$ cat src/rtl/jiffy_pkg.sv
package jiffy_pkg;

   // Operation applied to the delay counter on a given edge
   typedef enum logic [1:0] {
      DLY_HOLD = 2'd0,
      DLY_LOAD = 2'd1,
      DLY_STEP = 2'd2
   } dly_op_e;

   // Width of a counter that spans 0 .. n-1, at least one bit
   function automatic int span_width(input int n);
      return (n > 1) ? $clog2(n) : 1;
   endfunction

endpackage

$ cat src/rtl/jiffy_prescaler.sv
module jiffy_prescaler #(
   parameter int DIVIDE = 100000
) (
   input  logic clk,
   input  logic rst,
   output logic step,
   output logic tick
);
   localparam int CNT_W = jiffy_pkg::span_width(DIVIDE);

   generate
      if (DIVIDE == 1) begin : g_passthru
         // Every clock is a jiffy
         assign step = 1'b1;
      end else begin : g_divider
         localparam logic [CNT_W-1:0] LAST = CNT_W'(DIVIDE - 1);
         logic [CNT_W-1:0] phase;

         assign step = (phase == LAST);

         always_ff @(posedge clk) begin
            if (rst)       phase <= '0;
            else if (step) phase <= '0;
            else           phase <= phase + 1'b1;
         end
      end
   endgenerate

   always_ff @(posedge clk) begin
      if (rst) tick <= 1'b0;
      else     tick <= step;
   end

endmodule

$ cat src/rtl/jiffy_uptime.sv
module jiffy_uptime #(
   parameter int UPTIME_W = 32
) (
   input  logic                clk,
   input  logic                rst,
   input  logic                step,
   output logic [UPTIME_W-1:0] count
);

   always_ff @(posedge clk) begin
      if (rst)       count <= '0;
      else if (step) count <= count + 1'b1;
   end

endmodule

$ cat src/rtl/jiffy_delay.sv
module jiffy_delay #(
   parameter int DELAY_W = 16
) (
   input  logic               clk,
   input  logic               rst,
   input  logic               step,
   input  logic               load,
   input  logic [DELAY_W-1:0] wdata,
   output logic [DELAY_W-1:0] count,
   output logic               done
);
   import jiffy_pkg::*;

   localparam logic [DELAY_W-1:0] ONE = DELAY_W'(1);

   dly_op_e op;
   logic    nonzero;

   assign nonzero = |count;

   always_comb begin
      if (load)                 op = DLY_LOAD;
      else if (step && nonzero) op = DLY_STEP;
      else                      op = DLY_HOLD;
   end

   always_ff @(posedge clk) begin
      if (rst) begin
         count <= '0;
         done  <= 1'b0;
      end else begin
         case (op)
            DLY_LOAD: begin
               count <= wdata;
               done  <= 1'b0;
            end
            DLY_STEP: begin
               count <= count - 1'b1;
               if (count == ONE) done <= 1'b1;
            end
            default: ;
         endcase
      end
   end

endmodule

$ cat src/rtl/jiffy_irq.sv
module jiffy_irq (
   input  logic clk,
   input  logic rst,
   input  logic step,
   input  logic ack,
   output logic req
);

   always_ff @(posedge clk) begin
      if (rst)       req <= 1'b0;
      else if (step) req <= 1'b1;
      else if (ack)  req <= 1'b0;
   end

endmodule

$ cat src/rtl/jiffy_timer.sv
module jiffy_timer #(
   parameter int DIVIDE   = 100000,
   parameter int UPTIME_W = 32,
   parameter int DELAY_W  = 16
) (
   input  logic                clk,
   input  logic                rst,
   input  logic                delay_load,
   input  logic [DELAY_W-1:0]  delay_wdata,
   input  logic                irq_ack,
   output logic                tick,
   output logic                irq,
   output logic [UPTIME_W-1:0] uptime_q,
   output logic [DELAY_W-1:0]  delay_q,
   output logic                delay_done
);

   generate
      if (DIVIDE < 1) begin : g_bad_divide
         $error("jiffy_timer: DIVIDE must be at least 1");
      end
      if (UPTIME_W < 2) begin : g_bad_uptime
         $error("jiffy_timer: UPTIME_W must be at least 2");
      end
      if (DELAY_W < 2) begin : g_bad_delay
         $error("jiffy_timer: DELAY_W must be at least 2");
      end
   endgenerate

   logic step;

   jiffy_prescaler #(.DIVIDE(DIVIDE)) u_prescale (
      .clk  (clk),
      .rst  (rst),
      .step (step),
      .tick (tick)
   );

   jiffy_uptime #(.UPTIME_W(UPTIME_W)) u_uptime (
      .clk   (clk),
      .rst   (rst),
      .step  (step),
      .count (uptime_q)
   );

   jiffy_delay #(.DELAY_W(DELAY_W)) u_delay (
      .clk   (clk),
      .rst   (rst),
      .step  (step),
      .load  (delay_load),
      .wdata (delay_wdata),
      .count (delay_q),
      .done  (delay_done)
   );

   jiffy_irq u_irq (
      .clk  (clk),
      .rst  (rst),
      .step (step),
      .ack  (irq_ack),
      .req  (irq)
   );

endmodule

$ cat config.mk
export PLATFORM = sky130hd
export DESIGN_NAME = jiffy_timer
export DESIGN_NICKNAME = d
export VERILOG_FILES = /design/src/rtl/jiffy_pkg.sv /design/src/rtl/jiffy_prescaler.sv /design/src/rtl/jiffy_uptime.sv /design/src/rtl/jiffy_delay.sv /design/src/rtl/jiffy_irq.sv /design/src/rtl/jiffy_timer.sv
export SDC_FILE = /design/constraint.sdc
export NUM_CORES = 1
export LEC_CHECK = 0
export ABC_CLOCK_PERIOD_IN_PS = 2240
export CAP_MARGIN = 20
export CORE_UTILIZATION = 32
export CTS_BUF_LIST = sky130_fd_sc_hd__clkbuf_4
export DETAILED_ROUTE_END_ITERATION = 16
export MAX_ROUTING_LAYER = met4
export PLACE_DENSITY = 0.68
export REMOVE_ABC_BUFFERS = 1
export SLEW_MARGIN = 10
export SYNTH_ARGS = -nofsm -noshare
export SYNTH_HDL_FRONTEND = slang
export SYNTH_SLANG_ARGS = --single-unit
$ cat constraint.sdc
create_clock -name clk -period 2.24 [get_ports clk]
set_input_delay 0.336 -clock clk [delete_from_list [all_inputs] [get_ports clk]]
set_output_delay 0.336 -clock clk [all_outputs]
set_load 0.05 [all_outputs]
==> impl_metrics.toml <==
[run_status]
status = "complete, but fails checks"
violations = "negative setup slack"

[placement]
routabilityCongestion = 0.860
dp_slack_ns = -0.317
io_buffers = 70
dp_hpwl_um = 6350

[global_route]
grt_antenna_before_repair = 0
grt_remaining_overflow = 0
grt_pass1_wl_um = 15100
grt_usage_pct = 18.6
grt_pass1_vias = 3143
grt_start_max_net_pins = 35

[setup_path]
arrival_ns = 2.81
path_buf_inv = 1
crit_required_ns = 2.55
rr_worst_depth = 6
crit_path_top_delay_cell = "or4_4"
cpPeakStageDelay_ns = 0.57
cp.depth = 6
worstSetupStartpointType = "flop"
cp_cell_sequence = "or4b_4 > or4_4 > or3_4 > buf_4 > o31ai_1 > a21oi_2"
end_kind = "flop"
path_max_fanout = 7
path_delay_family = "simple AND/OR/NAND/NOR gates"
crit_type = "reg -> reg"

[route]
finalWirelength_um = 9300
drt_iter0_drc = 195
detailroute.via_count = 3342
first_pass_iters = 4
drc_errors = 0
via_per_inst = 5.21
antenna_left = 0
wl_per_cell_um = 14.5

[die]
core_area_mm2 = 0.00986
num_rows = 36
fp.dieH_um = 103
die_width_um = 103
ioPinCount = 71
initial_core_util_pct = 33.3
die_area_mm2 = 0.0107

[clock_tree]
cts_tree = "done"
root_buffer = "clkbuf_4"
cts_max_path_buffers = 2
clkTransAtPathRegs_ns = 0.14
clock_latency_ns = 0.42
cts_sinks = 68
numCtsBuffers = 9
h-tree-depth = 3

[sta]
min_period_over_period_pct = 112
tns_ns = -2.68
hold_viol = 0
fin_ws_ns = -0.263
rsz0062_at_grt = "yes"
maxSlewViolCount = 0
setup_viol = 28
holdWs_ns = 0.337
worst_pin_slew_ns = 0.521
fmax_mhz = 400
max-slew-margin-rel_pct = 65.2
post-route-min-period_ns = 2.50
fin_skew_ns = 0.0267

[finish]
drive_gt1_share_pct = 22.8
diodes = 0
num-nets-final = 529
area_growth_pct = 50.7

[synth]
synth.area.mux_share_pct = 0
syn_inst = 395
synth_cell_types = 36
syn_avg_cell_area_um2 = 8.33
synth_edf_count = 0
async_flop_share_pct = 0
synth_compound_area_share_pct = 9.47
synth_xor_area_share_pct = 12.0
netlist_area_mm2 = 0.00329
yosys_warnings = 0
synth_top_family_by_area = "simple AND/OR/NAND/NOR gates"
synth-seq-area-share_pct = 41.4
yosys_register_bits = 68
synthSimpleGateAreaFrac_pct = 31.3
synth_ff_type = "dfxtp_1"
synthAdderAreaFrac_pct = 1.90

[pwr]
ir_drop_v = 0.000313
p_per_area_mw_per_mm2 = 533
p_leak_nw = 1.70
p_total_w = 0.00264

[hold_path]
worstHoldPathType = "in -> reg"
hold_depth = 2

[flow_run]
maxCapViolations = 0
metrics by stage:
step | instances | util [%] | area, um^2
floorplan | 376 | - | 3210
global placement | 620 | 44.7 | 4410
detailed placement | 620 | 44.7 | 4410
CTS | 640 | 48.9 | 4820
global route | 642 | 50.3 | 4960
finish | 642 | 50.3 | 4960
cells in the final DEF, fill, tap and decap left out, types with 15 or more instances in the layout:
| cell type | netlist | routed |
|---|---|---|
| buf_4 | 0 | 40 |
| xnor2_1 | 28 | 26 |
| xor2_1 | 17 | 17 |
| nand4_1 | 15 | 15 |
| dfxtp_1 | 68 | 65 |
| nor2_1 | 57 | 56 |
| clkdlybuf4s50_1 | 0 | 69 |
| nand2_1 | 22 | 22 |
| nand3_1 | 16 | 16 |
path summary, 6_finish.rpt:
path | startpoint | endpoint | slack [ns]
setup / recovery | u_prescale.g_divider.phase[13]$_SDFF_PP0_ | u_uptime.count[31]$_SDFFE_PP0P_ | -0.26
hold / removal | rst | u_uptime.count[6]$_SDFFE_PP0P_ | 0.34
setup reg to reg | u_prescale.g_divider.phase[13]$_SDFF_PP0_ | u_uptime.count[31]$_SDFFE_PP0P_ | -0.26
hold reg to reg | u_irq.req$_SDFFE_PP0P_ | u_irq.req$_SDFFE_PP0P_ | 0.49
registers in the layout (all words and copies together) (netlist names):
signal                      flops
u_irq.req                       1
u_delay.done                    1
u_prescale.g_divider.phase     17
u_prescale.tick                 1
u_uptime.count                 32
u_delay.count                  16
cell usage after synthesis, types with 2 or more instances:
| cell | instances | area, um^2 |
|---|---|---|
| and4_1 | 7 | 61.3 |
| nor2_1 | 57 | 214 |
| o21ai_0 | 10 | 50.1 |
| xnor2_1 | 28 | 245 |
| or2_2 | 2 | 12.5 |
| dfxtp_1 | 68 | 1360 |
| nand3_1 | 16 | 80.1 |
| a211oi_1 | 11 | 82.6 |
| nand4_1 | 15 | 93.8 |
| nor4_1 | 19 | 119 |
| nand4b_1 | 3 | 26.3 |
| or3_1 | 14 | 87.6 |
| clkbuf_1 | 14 | 52.6 |
| and3_1 | 7 | 43.8 |
| ha_1 | 5 | 62.6 |
| nand2_1 | 22 | 82.6 |
| o31ai_1 | 6 | 45.0 |
| or4_1 | 7 | 52.6 |
| a21oi_1 | 19 | 95.1 |
| inv_1 | 13 | 48.8 |
| nand2b_1 | 5 | 31.3 |
| buf_2 | 4 | 20.0 |
| a311oi_1 | 2 | 17.5 |
| nor3_1 | 13 | 65.1 |
| xor2_1 | 17 | 149 |
cells by family after synthesis:
group | Yosys count
simple gates | 193
compound gates | 51
fa+ha+maj | 5
flops | 68
buf+inv | 33
xor+xnor | 45
per-layer routing:
metal	up-vias	part of all wire (%)	track usage [%]
met5	-	0	-
met4	0	0.80	4.55
met3	11	4.7	4.64
met2	101	49	30.2
met1	1600	45	23.1
li1	1630	-	-
where the power goes:
part / switching [W] / total [W] / internal [W] / leakage, nW
Sequential: 0.0000269 / 0.00126 / 0.00123 / 0.554
Combinational: 0.000194 / 0.000331 / 0.000137 / 1.05
Clock: 0.000470 / 0.00105 / 0.000580 / 0.0970
final cells by class:
cell class | count | area, um^2
fillers | 894 | 4910
multi-input cells | 294 | 2090
clock buffers | 10 | 75.1
well taps | 133 | 166
inverters | 14 | 52.6
repair buffers | 117 | 1100
clock inverters | 6 | 111
flip-flops and latches | 68 | 1370
repair_timing:
item	4_1_cts	5_1_grt
buffers inserted	4	2
hold buffers	0	0
pin swaps	23	18
setup endpoints to repair	32	44
resized for setup	36	25
No activity file was read; power rests on OpenSTA's default activity.
